===== config.mk =====
export PLATFORM = sky130hd
export DESIGN_NAME = fxpArithUnit
export DESIGN_NICKNAME = d
export VERILOG_FILES = /design/src/rtl/fxpArithPkg.sv /design/src/rtl/fxpArithCtrl.sv /design/src/rtl/fxpArithDatapath.sv /design/src/rtl/fxpArithUnit.sv
export SDC_FILE = /design/constraint.sdc
export NUM_CORES = 1
export LEC_CHECK = 0
export BUFFER_PORTS_ARGS = -buffer_cell sky130_fd_sc_hd__buf_2
export CELL_PAD_IN_SITES_DETAIL_PLACEMENT = 1
export CELL_PAD_IN_SITES_GLOBAL_PLACEMENT = 2
export CORE_MARGIN = 4
export CORE_UTILIZATION = 38
export CTS_CLUSTER_SIZE = 10
export DETAILED_ROUTE_END_ITERATION = 10
export PLACE_DENSITY = 0.85
export RECOVER_POWER = 25
export SETUP_SLACK_MARGIN = 0.3
export SYNTH_ARGS = -nofsm -noshare
export SYNTH_HDL_FRONTEND = slang
export SYNTH_HIERARCHICAL = 1
export SYNTH_SLANG_ARGS = --single-unit

===== constraint.sdc =====
create_clock -name clk -period 8.8 [get_ports clk]
set_input_delay 0.88 -clock clk [delete_from_list [all_inputs] [get_ports clk]]
set_output_delay 0.88 -clock clk [all_outputs]
set_load 0.01 [all_outputs]

===== src/rtl/fxpArithPkg.sv =====
package fxpArithPkg;

  typedef enum logic {
    FX_ADD = 1'b0,
    FX_MUL = 1'b1
  } fxOp_t;

  typedef struct packed {
    logic load;    // a request is taken this cycle
    logic doMul;   // multiply rather than add
    logic reject;  // format counts out of range
  } fxStrobe_t;

endpackage


===== src/rtl/fxpArithCtrl.sv =====
module fxpArithCtrl
  import fxpArithPkg::*;
#(
  parameter int WIDTH = 8,
  parameter int QW    = $clog2(WIDTH) + 1
) (
  input  logic          clk,
  input  logic          rst,
  input  logic          inValid,
  input  logic          opSel,
  input  logic [QW-1:0] qA,
  input  logic [QW-1:0] qB,
  input  logic [QW-1:0] qOut,
  output fxStrobe_t     strobe
);

  localparam logic [QW-1:0] MAXQ = QW'(WIDTH - 1);

  fxOp_t op;
  logic  qInRange;

  always_comb begin
    op       = fxOp_t'(opSel);
    qInRange = (qA <= MAXQ) && (qB <= MAXQ) &&
               ((op == FX_MUL) || (qOut <= MAXQ));
    strobe.load   = inValid;
    strobe.doMul  = inValid && (op == FX_MUL);
    strobe.reject = inValid && !qInRange;
  end

  // a refusal never occurs without a request
  a_r8_reject_needs_request: assert property (@(posedge clk) disable iff (rst)
    strobe.reject |-> strobe.load);

  // an operand count above the limit is always refused
  a_r8_operand_q_refused: assert property (@(posedge clk) disable iff (rst)
    (inValid && ((qA > MAXQ) || (qB > MAXQ))) |-> strobe.reject);

endmodule


===== src/rtl/fxpArithDatapath.sv =====
module fxpArithDatapath
  import fxpArithPkg::*;
#(
  parameter int WIDTH = 8,
  parameter int QW    = $clog2(WIDTH) + 1
) (
  input  logic                 clk,
  input  logic                 rst,
  input  fxStrobe_t            strobe,
  input  logic [WIDTH-1:0]     opA,
  input  logic [WIDTH-1:0]     opB,
  input  logic [QW-1:0]        qA,
  input  logic [QW-1:0]        qB,
  input  logic [QW-1:0]        qOut,
  output logic                 outValid,
  output logic [2*WIDTH-1:0]   result,
  output logic [QW-1:0]        resultQ,
  output logic                 overflow,
  output logic                 error
);

  localparam int PW   = 2 * WIDTH;      // product width
  localparam int EXTW = 3 * WIDTH + 1;  // exact room for align + left rescale
  localparam int HIW  = EXTW - WIDTH + 1;

  logic [QW-1:0]          qMax, shiftA, shiftB;
  logic signed [EXTW-1:0] extA, extB, alignA, alignB, sumW, scaled;
  logic [HIW-1:0]         hiBits;
  logic                   addOvf;
  logic [PW-1:0]          addRes;
  logic signed [PW-1:0]   mulA, mulB, product;

  // addition: align, sum exactly, rescale to requested format
  always_comb begin
    qMax   = (qA > qB) ? qA : qB;
    shiftA = qMax - qA;
    shiftB = qMax - qB;
    extA   = {{(EXTW-WIDTH){opA[WIDTH-1]}}, opA};
    extB   = {{(EXTW-WIDTH){opB[WIDTH-1]}}, opB};
    alignA = extA <<< shiftA;
    alignB = extB <<< shiftB;
    sumW   = alignA + alignB;
    if (qOut >= qMax) scaled = sumW <<< (qOut - qMax);
    else              scaled = sumW >>> (qMax - qOut);
    hiBits = scaled[EXTW-1:WIDTH-1];
    addOvf = !((&hiBits) || !(|hiBits));
    addRes = {{WIDTH{scaled[WIDTH-1]}}, scaled[WIDTH-1:0]};
  end

  // multiplication: full-width signed product
  always_comb begin
    mulA    = {{WIDTH{opA[WIDTH-1]}}, opA};
    mulB    = {{WIDTH{opB[WIDTH-1]}}, opB};
    product = mulA * mulB;
  end

  always_ff @(posedge clk) begin
    if (rst) begin
      outValid <= 1'b0;
      result   <= '0;
      resultQ  <= '0;
      overflow <= 1'b0;
      error    <= 1'b0;
    end else if (strobe.load) begin
      outValid <= 1'b1;
      if (strobe.reject) begin
        result   <= '0;
        resultQ  <= '0;
        overflow <= 1'b0;
        error    <= 1'b1;
      end else if (strobe.doMul) begin
        result   <= product;
        resultQ  <= qA + qB;
        overflow <= 1'b0;
        error    <= 1'b0;
      end else begin
        result   <= addRes;
        resultQ  <= qOut;
        overflow <= addOvf;
        error    <= 1'b0;
      end
    end else begin
      outValid <= 1'b0;
    end
  end

  // one-cycle latency
  a_r2_valid_latency: assert property (@(posedge clk) disable iff (rst)
    strobe.load |=> outValid);

  // no result strobe without a request in the previous cycle
  a_r1_idle_quiet: assert property (@(posedge clk) disable iff (rst)
    !strobe.load |=> !outValid);

  // a refused request yields a zeroed, non-overflowing result
  a_r8_reject_clean: assert property (@(posedge clk) disable iff (rst)
    (strobe.load && strobe.reject) |=> (error && result == '0 && !overflow && resultQ == '0));

  // a product never raises overflow
  a_r6_mul_no_overflow: assert property (@(posedge clk) disable iff (rst)
    (strobe.load && strobe.doMul && !strobe.reject) |=> (!overflow && !error));

  // product format is the sum of operand formats
  a_r4_mul_format: assert property (@(posedge clk) disable iff (rst)
    (strobe.load && strobe.doMul && !strobe.reject) |=> (resultQ == $past(qA) + $past(qB)));

  // an addition result is a clean sign extension of WIDTH bits
  a_r3_add_sign_extended: assert property (@(posedge clk) disable iff (rst)
    (strobe.load && !strobe.doMul && !strobe.reject) |=>
      ((&result[PW-1:WIDTH-1]) || !(|result[PW-1:WIDTH-1])));

endmodule


===== src/rtl/fxpArithUnit.sv =====
module fxpArithUnit
  import fxpArithPkg::*;
#(
  parameter int WIDTH = 8,
  parameter int QW    = $clog2(WIDTH) + 1
) (
  input  logic                 clk,
  input  logic                 rst,
  input  logic                 inValid,
  input  logic                 opSel,
  input  logic [WIDTH-1:0]     opA,
  input  logic [WIDTH-1:0]     opB,
  input  logic [QW-1:0]        qA,
  input  logic [QW-1:0]        qB,
  input  logic [QW-1:0]        qOut,
  output logic                 outValid,
  output logic [2*WIDTH-1:0]   result,
  output logic [QW-1:0]        resultQ,
  output logic                 overflow,
  output logic                 error
);

  fxStrobe_t strobe;

  fxpArithCtrl #(.WIDTH(WIDTH), .QW(QW)) u_ctrl (
    .clk     (clk),
    .rst     (rst),
    .inValid (inValid),
    .opSel   (opSel),
    .qA      (qA),
    .qB      (qB),
    .qOut    (qOut),
    .strobe  (strobe)
  );

  fxpArithDatapath #(.WIDTH(WIDTH), .QW(QW)) u_datapath (
    .clk      (clk),
    .rst      (rst),
    .strobe   (strobe),
    .opA      (opA),
    .opB      (opB),
    .qA       (qA),
    .qB       (qB),
    .qOut     (qOut),
    .outValid (outValid),
    .result   (result),
    .resultQ  (resultQ),
    .overflow (overflow),
    .error    (error)
  );

endmodule


==> results of run 1 <==
-- final cells by class --
class | instances | area, um^2
inverter | 101 | 379.1
tap | 335 | 419.2
timing repair buffer | 86 | 496.7
clock buffer | 3 | 75.07
clock inverter | 1 | 5.005
fill | 3328 | 15280
sequential | 23 | 460.4
multi-input combinational | 1201 | 9020
-- sequential cells by signal (all words and copies together) (netlist names) --
signal               cells
u_datapath/result       16
u_datapath/outValid      1
u_datapath/error         1
u_datapath/overflow      1
u_datapath/resultQ       4
-- timing repair --
action	4_1_cts	5_1_grt
hold endpoints to repair	0	0
setup buffers	0	4
resized for setup	0	13
setup endpoints to repair	0	4
-- through the flow --
step,hold slack (ns),utilization,power [mW],std cells,setup WS (ns)
2_1_floorplan,0.4795,-,2.919,1413,1.621
3_3_place_gp,0.4500,0.4098,4.186,1742,0.4305
3_5_place_dp,0.4587,0.4098,4.214,1742,0.2418
4_1_cts,0.4682,0.4129,4.326,1746,0.4906
5_1_grt,0.4910,0.4154,4.811,1750,0.3213
6_report,0.4656,0.4154,4.504,1750,0.6486
-- power by group --
group	switching (mW)	internal (mW)
logic	2.88	1.40
registers	0.00841	0.120
clock network	0.0361	0.0610
-- cell usage in the layout (no fill, tap or decap), types with 24 or more instances in the layout --
| master | synthesis | layout |
|---|---|---|
| and2_1 | 48 | 48 |
| ha_1 | 70 | 68 |
| a21oi_1 | 120 | 119 |
| o21ai_0 | 56 | 54 |
| buf_2 | 12 | 43 |
| nand2_1 | 145 | 145 |
| buf_4 | 5 | 32 |
| o211ai_1 | 35 | 35 |
| nor3_1 | 34 | 34 |
| mux2i_1 | 57 | 57 |
| inv_1 | 98 | 98 |
| nor2_1 | 126 | 125 |
| nand4_1 | 24 | 24 |
| nand3_1 | 39 | 39 |
| xnor2_1 | 27 | 25 |
| fa_1 | 61 | 59 |
-- critical path: stages --
cell       delay (ns)
buf_2            0.11
inv_1            0.06
ha_1             0.37
and3b_1          0.23
a2111oi_4        0.41
or2_1            0.38
nor2_1           0.08
a21o_1           0.23
inv_1            0.19
fa_2             0.61
nor2_1           0.20
mux2i_1          0.20
o21ai_0          0.14
mux2_2           0.29
ha_1             0.47
and4_1           0.32
and2_1           0.15
o21ai_1          0.24
o211ai_1         0.25
or4_1            0.55
a41oi_1          0.35
a31oi_1          0.10
a221oi_1         0.57
o22ai_1          0.13
or4b_1           0.53
nor3_2           0.13
o31ai_1          0.09
-- worst max-delay path by stage --
stage	from	cells after the start	end
2_1_floorplan	qB[2]	27	u_datapath/overflow
3_3_place_gp	qB[2]	26	u_datapath/overflow
3_5_place_dp	qB[2]	26	u_datapath/overflow
4_1_cts	qB[2]	26	u_datapath/overflow
5_1_grt	qB[1]	27	u_datapath/overflow
6_report	qB[2]	27	u_datapath/overflow
-- metal layers --
layer	track usage	vias to the layer above	wire length [um]
met5	0	-	0
met4	0.07027	0	1144
met3	0.06182	66	3663
met2	0.4509	472	18820
met1	0.4086	5646	19770
li1	-	5216	-
-- kinds of logic (layout without fill, tap and decap cells) --
family / Yosys count / in the layout
and+or+nand+nor: 502 / 502
xor gates and xnor gates: 39 / 39
adders and majority gates: 131 / 131
muxes: 70 / 70
buffers and inverters: 189 / 191
DFF: 23 / 23
AOI/OAI and AO/OA: 459 / 459
==> qor.yml, run 1 <==
route:
  routedWlPerCell_um: 24.80
  dr.pass1.iters: 5
  dr.first_iter.drc_count: 1290
  drc: 0
  postRouteAntennaNets: 0
  vias: 11400
  vias_per_cell: 6.514
  wl_um: 43400
finish:
  final_cell_area_um2: 10860
  antennaDiodeCount: 0
  drive_gt1_frac: 0.1081
  nets: 1579
  synthToLayoutAreaGrowth_pct: 7.032
yosys:
  synth_warnings: 6
  synth_top_area_cell: "fa_1"
  syn_nets: 1576
  synth_flop_cell: "dfxtp_1"
  synthTopCellsByCount: "145 x nand2_1, 126 x nor2_1, 120 x a21oi_1"
  syn_avg_cell_area_um2: 7.178
  synth_area_leaders: "fa_1 12%, ha_1 8.6%, a21oi_1 5.9%"
  synth_most_common_cell: "nand2_1"
  synth_area_um2: 10140
  synthSimpleGateAreaFrac: 0.2422
  synthMuxAreaShare: 0.07846
  synth_compound_area_frac: 0.3195
  synth_fa_ha_area_frac: 0.2068
  synth_cells: 1413
  synth_top_family_by_area: "compound AO/OA/AOI/OAI gates"
  synth_edf_count: 0
  synth_top_area_share: 0.1204
  synth-seq-cells: 23
  synth_xor_xnor_area_share: 0.03368
  synth_cell_types: 95
  yosysSeqAreaShare: 0.04540
  async_flop_share: 0
sta:
  relSlewSlack: 0.2500
  fmax_mhz: 122.7
  rsz0062_at_grt: "false"
  slew_violations: 0
  fin_setup_tns_ns: 0
  period_share: 0.9263
  setup-violations-final: 0
  skew_ns: 0
  period_minus_slack_ns: 8.151
  hold_viol: 0
  tightest_slew_ns: 1.120
worst_setup_path:
  rr_endpoint: "u_datapath/result[10]"
  critPathRequiredTime_ns: 8.94
  worstPathArrival_ns: 8.29
  cp_max_fo: 11
  r2r_cells: 2
  rr_startpoint: "u_datapath/result[10]"
  crit_path_end_kind: "flop"
  cp-start-kind: "input port"
  reg2reg_slack_ns: 8.08
  critPathKind: "input port to flop"
worst_hold_path:
  holdCritPathClass: "flop to flop"
  hold_start: "u_datapath/result[1]"
  worstHoldPathCells: 2
  hold_end: "u_datapath/result[1]"
clock_network:
  cts_max_path_buffers: 2
  cts-hold-fix-buffers: 0
  clock-sinks: 23
  clk-insertion-delay-late_ns: 0.25
  htree_levels: 1
  cts_buffers: 3
  cts_root_buf: "clkbuf_16"
  clkSlewWorstSetupHoldPaths_ns: 0.06
  cts_tree: "yes"
floorplan:
  initial_utilization: 0.3881
  io_pins: 55
  die_area_um2: 29370
  die_w_um: 171.4
  core_area_um2: 26130
  die_y_um: 171.4
  row_count: 59
power_and_ir_drop:
  p_per_area_nw_per_um2: 415.0
  peakVddDrop_mv: 0.2530
  leakagePower_nw: 4.492
flow_run:
  maxCapViolCount: 0
status:
  status: "finished clean"
global_routing:
  antenna_found_initial: 0
  grt_pass1_vias: 11470
  track_usage: 0.2890
  grt_start_max_net_pins: 68
  grt_overflow: 0
  grt_pass1_wl_um: 67340
placed_design:
  gp_congestion: 0.9823
  placed_area_um2: 10710
  io_buffer_count: 54
  dpl.hpwl_um: 35410
Note: power is estimated with default switching activity, not from simulation.
==> inputs of run 2 (changes only) <==
==> constraint.sdc (replaced) <==
create_clock -name clk -period 8 [get_ports clk]
set_input_delay 0.8 -clock clk [delete_from_list [all_inputs] [get_ports clk]]
set_output_delay 0.8 -clock clk [all_outputs]
set_load 0.01 [all_outputs]
==> run 2 against run 1 <==
Net effect:
- clock skew unchanged
- sequential share of layout area down 0.17 points
- count of clock-buffer cells in the layout unchanged
- sequential power up 10%
- via count up 1.7%
- utilization up 1.8 points
- critical path depth up 2
- worst hold slack better by 0.0011 ns
- combinational power up 16%
- clock power up 10%
- wire length up 1.3%
- power up 16%
==> qor.yml, run 2 (synthesis gave the netlist of run 1 again) <==
global_routing:
  track_usage: 0.2892  # was 0.2890
  grt_pass1_vias: 11520  # was 11470
  grt_start_max_net_pins: 45  # was 68
  grt_pass1_wl_um: 67270  # was 67340 um
  antenna_found_initial: 0  # unchanged
  grt_overflow: 0  # unchanged
placed_design:
  dpl.hpwl_um: 35560  # was 35410 um
  io_buffer_count: 54  # unchanged
  placed_area_um2: 10910  # was 10710 um^2
  gp_congestion: 1.017  # was 0.9823
  dpl_worst_slack_ns: -0.01744  # was 0.2418 ns
sta:
  relSlewSlack: 0.3907  # was 0.2500
  fin_ws_ns: 0.5182  # was 0.6486 ns
  rsz0062_at_grt: "false"  # unchanged
  setup-violations-final: 0  # unchanged
  worst_hold_slack_ns: 0.4666  # was 0.4656 ns
  fin_setup_tns_ns: 0  # unchanged
  slew_violations: 0  # unchanged
  period_minus_slack_ns: 7.482
  fmax_mhz: 133.7
  period_share: 0.9352
  skew_ns: 0  # unchanged
  hold_viol: 0  # unchanged
  tightest_slew_ns: 0.9139  # was 1.120 ns
finish:
  nets: 1613  # was 1579
  final_cell_area_um2: 11320  # was 10860 um^2
  reg_top3: "u_datapath/result (16), u_datapath/resultQ (4)"  # unchanged
  regMostFlops: "u_datapath/result"  # unchanged
  multi_input_area_um2: 9209  # was 9020 um^2
  antennaDiodeCount: 0  # unchanged
  final_cell_mix: "145 x nand2_1, 123 x nor2_1, 112 x a21oi_1"  # was 145 x nand2_1, 125 x nor2_1, 119 x a21oi_1
  synthToLayoutAreaGrowth_pct: 11.57  # was 7.032%
  drive_gt1_frac: 0.1539  # was 0.1081
  register_area_um2: 460.4  # unchanged
  largest_reg_flops: 16  # unchanged
  nFillCells: 3349  # was 3328
  layout_commonest_cell: "nand2_1"  # unchanged
floorplan:
  initial_utilization: 0.3881  # unchanged
  core_area_um2: 26130  # unchanged
  die_area_um2: 29370  # unchanged
  row_count: 59  # unchanged
  die_w_um: 171.4  # unchanged
  die_y_um: 171.4  # unchanged
  io_pins: 55  # unchanged
power_and_ir_drop:
  clock_power_share: 0.020  # was 0.022
  p_int_mw: 1.930  # was 1.578 mW
  switching_share: 0.6294  # was 0.6498
  power.share.combinational: 0.952  # was 0.950
  switching_power_mw: 3.276  # was 2.927 mW
  leakagePower_nw: 4.680  # was 4.492 nW
  p_per_area_nw_per_um2: 460.1  # was 415.0 nW/um^2
  peakVddDrop_mv: 0.2027  # was 0.2530 mV
  p_seq_frac: 0.027  # was 0.029
clock_network:
  cts-hold-fix-buffers: 0  # unchanged
  cts_max_path_buffers: 2  # unchanged
  cts_buffers: 3  # unchanged
  cts_root_buf: "clkbuf_16"  # unchanged
  clock-sinks: 23  # unchanged
  cts_tree: "yes"  # unchanged
  htree_levels: 1  # unchanged
  clk-insertion-delay-late_ns: 0.25  # about the same
  clkSlewWorstSetupHoldPaths_ns: 0.06  # about the same
route:
  vias_per_cell: 6.499  # was 6.514
  drc: 0  # unchanged
  wl_um: 43980  # was 43400 um
  dr.pass1.iters: 5  # unchanged
  vias: 11600  # was 11400
  routedWlPerCell_um: 24.65  # was 24.80 um
  dr.first_iter.drc_count: 1151  # was 1290
  postRouteAntennaNets: 0  # unchanged
worst_setup_path:
  r2r_cells: 2  # unchanged
  rr_startpoint: "u_datapath/result[2]"  # was u_datapath/result[10]
  critPathRequiredTime_ns: 8.14  # was 8.94 ns
  crit_start: "qB[1]"  # was qB[2]
  cp_max_fo: 24  # was 11
  crit_top_cell: "ha_1"
  reg2reg_slack_ns: 7.29  # was 8.08 ns
  cp-start-kind: "input port"  # unchanged
  critPathKind: "input port to flop"  # unchanged
  slowest_delay_ns: 0.55  # was 0.61 ns
  rr_endpoint: "u_datapath/result[2]"  # was u_datapath/result[10]
  crit_path_end_kind: "flop"  # unchanged
  worstPathArrival_ns: 7.62  # was 8.29 ns
  worst_path_max_delay_cell: "or4b_1"  # was fa_2
status:
  status: "finished clean"  # unchanged
worst_hold_path:
  worstHoldPathCells: 2  # unchanged
  hold_end: "u_datapath/result[1]"  # unchanged
  hold_start: "u_datapath/result[1]"  # unchanged
  holdCritPathClass: "flop to flop"  # unchanged
flow_run:
  maxCapViolCount: 0  # unchanged
[run 2: cell count changes in the layout (fill, tap and decap cells not counted), sizes merged]
cell,before,now
buf,75,108
clkbuf,14,15
[run 2: area by class of cell]
cell class | count | area share
Multi-Input combinational cell | 1201 | 0.8138
Timing Repair Buffer | 120 | 0.06789
Sequential cell | 23 | 0.04069
Inverter | 101 | 0.03350
Clock inverter | 1 | 0.0004423
Clock buffer | 3 | 0.006634
Tap cell | 335 | 0.03704
[run 2: how the worst max path moves through the flow]
stage	to	slack (ns)	cells past startpoint
floorplan	u_datapath/overflow	0.90	27
global placement	u_datapath/overflow	0.12	28
detailed placement	u_datapath/overflow	-0.02	26
CTS	u_datapath/overflow	0.38	29
global route	u_datapath/overflow	0.27	29
finish	u_datapath/overflow	0.52	29
[run 2: power groups by stage]
| stage | sequential, mW | clock, mW | combinational, mW |
|---|---|---|---|
| 2_1_floorplan | 0.151 | 0 | 3.06 |
| 3_3_place_gp | 0.144 | 0 | 4.54 |
| 3_5_place_dp | 0.145 | 0 | 4.59 |
| 4_1_cts | 0.142 | 0.109 | 4.62 |
| 5_1_grt | 0.144 | 0.113 | 5.28 |
| 6_report | 0.142 | 0.107 | 4.96 |
[run 2: worst max-delay path: cells and delay by family]
family / cells / cell delay (ns)
and+or+nand+nor: 9 / 2.17
xor gates and xnor gates: 1 / 0.15
AOI/OAI and AO/OA: 12 / 2.91
buffers and inverters: 4 / 0.48
adders and majority gates: 3 / 1.08
[run 2: metrics by stage]
| stage | total power, mW | utilization | instances |
|---|---|---|---|
| after floorplan | 3.211 | - | 1413 |
| after global placement | 4.689 | 0.4175 | 1767 |
| after detailed placement | 4.738 | 0.4175 | 1767 |
| after CTS | 4.872 | 0.4211 | 1771 |
| after global routing | 5.540 | 0.4330 | 1784 |
| final | 5.206 | 0.4330 | 1784 |
[run 2: repair_timing]
action	in CTS	in global routing
resized for setup	3	55
setup buffers	0	13
pin swaps	0	12
endpoints found under the setup margin	1	11
[run 2: layer usage]
metal | vias to the layer above | share of wire | global-route usage
li1 | 5279 | - | -
met1 | 5748 | 0.45 | 0.3997
met2 | 472 | 0.44 | 0.4576
met3 | 96 | 0.076 | 0.05677
met4 | 0 | 0.036 | 0.08818
met5 | - | 0 | 0
==> inputs of run 3 (changes only) <==
--- a/config.mk
+++ b/config.mk
@@ -12,6 +12,7 @@
 export CORE_UTILIZATION = 38
 export CTS_CLUSTER_SIZE = 10
 export DETAILED_ROUTE_END_ITERATION = 10
+export GPL_TIMING_DRIVEN = 0
 export PLACE_DENSITY = 0.85
 export RECOVER_POWER = 25
 export SETUP_SLACK_MARGIN = 0.3
==> run 3 against run 2 <==
Net effect:
- setup slack improved by 0.077 ns
- utilization rose by 1.6 points
- register-to-register slack improved by 0.02 ns
- wire length rose by 9.4%
- count of clock-buffer cells in the layout rose by 1
- clock skew did not move
- sequential share of layout area fell by 0.15 points
- via count rose by 2.9%
- first-iteration DRC count rose by 0.43%
- clock power barely moved
==> qor.yml, run 3 (synthesis gave the netlist of run 1 again) <==
worst_setup_path:
  critPathRequiredTime_ns: 8.14  # about the same
  crit_path_end_kind: "flop"  # unchanged
  slowest_delay_ns: 0.54  # was 0.55 ns
  cp-start-kind: "input port"  # unchanged
  rr_endpoint: "u_datapath/result[7]"  # was u_datapath/result[2]
  r2r_cells: 2  # unchanged
  rr_startpoint: "u_datapath/result[7]"  # was u_datapath/result[2]
  critPathKind: "input port to flop"  # unchanged
  worstPathArrival_ns: 7.55  # was 7.62 ns
  reg2reg_slack_ns: 7.31  # was 7.29 ns
  worst_path_max_delay_cell: "fa_1"  # was or4b_1
  cp_max_fo: 9  # was 24
power_and_ir_drop:
  power.total_mw: 5.508  # was 5.206 mW
  switching_share: 0.6478  # was 0.6294
  p_seq_frac: 0.026  # was 0.027
  power.share.combinational: 0.955  # was 0.952
  clock_power_share: 0.019  # was 0.020
  leakagePower_nw: 4.745  # was 4.680 nW
  p_int_mw: 1.940  # was 1.930 mW
  peakVddDrop_mv: 0.3151  # was 0.2027 mV
  switching_power_mw: 3.568  # was 3.276 mW
  p_per_area_nw_per_um2: 469.0  # was 460.1 nW/um^2
clock_network:
  cts_buffers: 3  # unchanged
  clkSlewWorstSetupHoldPaths_ns: 0.06  # about the same
  cts_root_buf: "clkbuf_16"  # unchanged
  cts_tree: "yes"  # unchanged
  cts_max_path_buffers: 2  # unchanged
  clock-sinks: 23  # unchanged
  htree_levels: 1  # unchanged
  clk-insertion-delay-late_ns: 0.25  # about the same
placed_design:
  gp_congestion: 1.058  # was 1.017
  io_buffer_count: 44  # was 54
  dp.cells: 1792  # was 1767
  dpl_worst_slack_ns: -1.036  # was -0.01744 ns
  placed_area_um2: 10780  # was 10910 um^2
  dpl.hpwl_um: 39080  # was 35560 um
status:
  status: "finished clean"  # unchanged
finish:
  drive_gt1_frac: 0.1633  # was 0.1539
  regMostFlops: "u_datapath/result"  # unchanged
  nFillCells: 3324  # was 3349
  largest_reg_flops: 16  # unchanged
  final_cells: 1824  # was 1784
  synthToLayoutAreaGrowth_pct: 15.80  # was 11.57%
  final_cell_mix: "143 x nand2_1, 125 x nor2_1, 111 x a21oi_1"  # was 145 x nand2_1, 123 x nor2_1, 112 x a21oi_1
  reg_top3: "u_datapath/result (16), u_datapath/resultQ (4)"  # unchanged
  nets: 1652  # was 1613
  final_cell_area_um2: 11750  # was 11320 um^2
  layout_commonest_cell: "nand2_1"  # unchanged
worst_hold_path:
  holdCritPathClass: "flop to flop"  # unchanged
  worstHoldPathCells: 2  # unchanged
  hold_start: "u_datapath/result[13]"  # was u_datapath/result[1]
  hold_end: "u_datapath/result[13]"  # was u_datapath/result[1]
floorplan:
  initial_utilization: 0.3881  # unchanged
  io_pins: 55  # unchanged
  die_w_um: 171.4  # unchanged
  die_area_um2: 29370  # unchanged
  core_area_um2: 26130  # unchanged
  row_count: 59  # unchanged
  die_y_um: 171.4  # unchanged
route:
  routedWlPerCell_um: 26.38  # was 24.65 um
  vias_per_cell: 6.542  # was 6.499
  drc: 0  # unchanged
  dr.first_iter.drc_count: 1156  # was 1151
  vias: 11930  # was 11600
  wl_um: 48120  # was 43980 um
  postRouteAntennaNets: 0  # unchanged
  dr.pass1.iters: 5  # unchanged
sta:
  skew_ns: 0  # unchanged
  fin_ws_ns: 0.5952  # was 0.5182 ns
  slew_violations: 0  # unchanged
  period_share: 0.9256  # was 0.9352
  relSlewSlack: 0.2505  # was 0.3907
  fmax_mhz: 135.0  # was 133.7 MHz
  setup-violations-final: 0  # unchanged
  period_minus_slack_ns: 7.405  # was 7.482 ns
  hold_viol: 0  # unchanged
  tightest_slew_ns: 1.116  # was 0.9139 ns
  rsz0062_at_grt: "false"  # unchanged
global_routing:
  grt_pass1_vias: 12100  # was 11520
  track_usage: 0.3193  # was 0.2892
  grt_pass1_wl_um: 73240  # was 67270 um
  grt_overflow: 0  # unchanged
  antenna_found_initial: 1  # was 0
  grt_start_max_net_pins: 13  # was 45
flow_run:
  maxCapViolCount: 0  # unchanged
run 3: metal layers:
metal  up-vias  GRT usage  wire length, um  share of wire
met2       529     0.5134            21480           0.45
met1      5961     0.4532            21160           0.44
met5         -          0                0              0
li1       5348          -                -              -
met3        94    0.04918             4103          0.085
met4         0    0.07165             1376          0.029
run 3: worst max-delay path by stage:
stage / from / end / slack [ns] / cells past startpoint
finish: qB[2] / u_datapath/overflow / 0.60 / 29
global route: qB[1] / u_datapath/overflow / 0.28 / 31
CTS: qA[0] / u_datapath/overflow / 0.36 / 30
detailed placement: qB[2] / u_datapath/overflow / -1.04 / 28
global placement: qB[2] / u_datapath/overflow / -0.95 / 28
floorplan: qB[2] / u_datapath/overflow / 0.90 / 27
run 3: metrics by stage:
stage                     setup TNS (ns)    util  hold WS [ns]
after floorplan                        0       -        0.4795
after global placement            -6.396  0.4126        0.4491
after detailed placement          -8.327  0.4126        0.4519
after CTS                              0  0.4312        0.4616
after global routing                   0  0.4494        0.4759
final                                  0  0.4494        0.4633
run 3: what timing repair did:
| item | in CTS | in global routing |
|---|---|---|
| endpoints found under the hold margin | 0 | 0 |
| pin swaps | 18 | 26 |
| hold buffers | 0 | 0 |
| buffers inserted | 17 | 10 |
| endpoints found under the setup margin | 16 | 16 |
| gates resized for setup | 61 | 95 |
run 3: final cells by class:
class | instances | area [um^2] | area share
Clock buffer | 4 | 78.83 | 0.006711
Antenna cell | 1 | 2.502 | 0.0002131
Timing Repair Buffer | 71 | 421.7 | 0.03590
Inverter | 101 | 379.1 | 0.03228
Buffer | 88 | 402.9 | 0.03430
Sequential cell | 23 | 460.4 | 0.03920
Multi-Input combinational cell | 1201 | 9580 | 0.8157
Tap cell | 335 | 419.2 | 0.03569
run 3: power groups by stage:
stage	clock, mW	sequential, mW	combinational, mW
2_1_floorplan	0	0.151	3.06
3_3_place_gp	0	0.143	4.54
3_5_place_dp	0	0.143	4.58
4_1_cts	0.109	0.141	4.81
5_1_grt	0.114	0.143	5.57
6_report	0.106	0.141	5.26
run 3: critical path, delay by kind of cell:
kind / cells / cell delay (ns)
compound gates: 10 / 2.43
simple gates: 8 / 1.60
fa+ha+maj: 3 / 1.22
buf+inv: 5 / 0.69
mux: 2 / 0.53
xor+xnor: 1 / 0.25
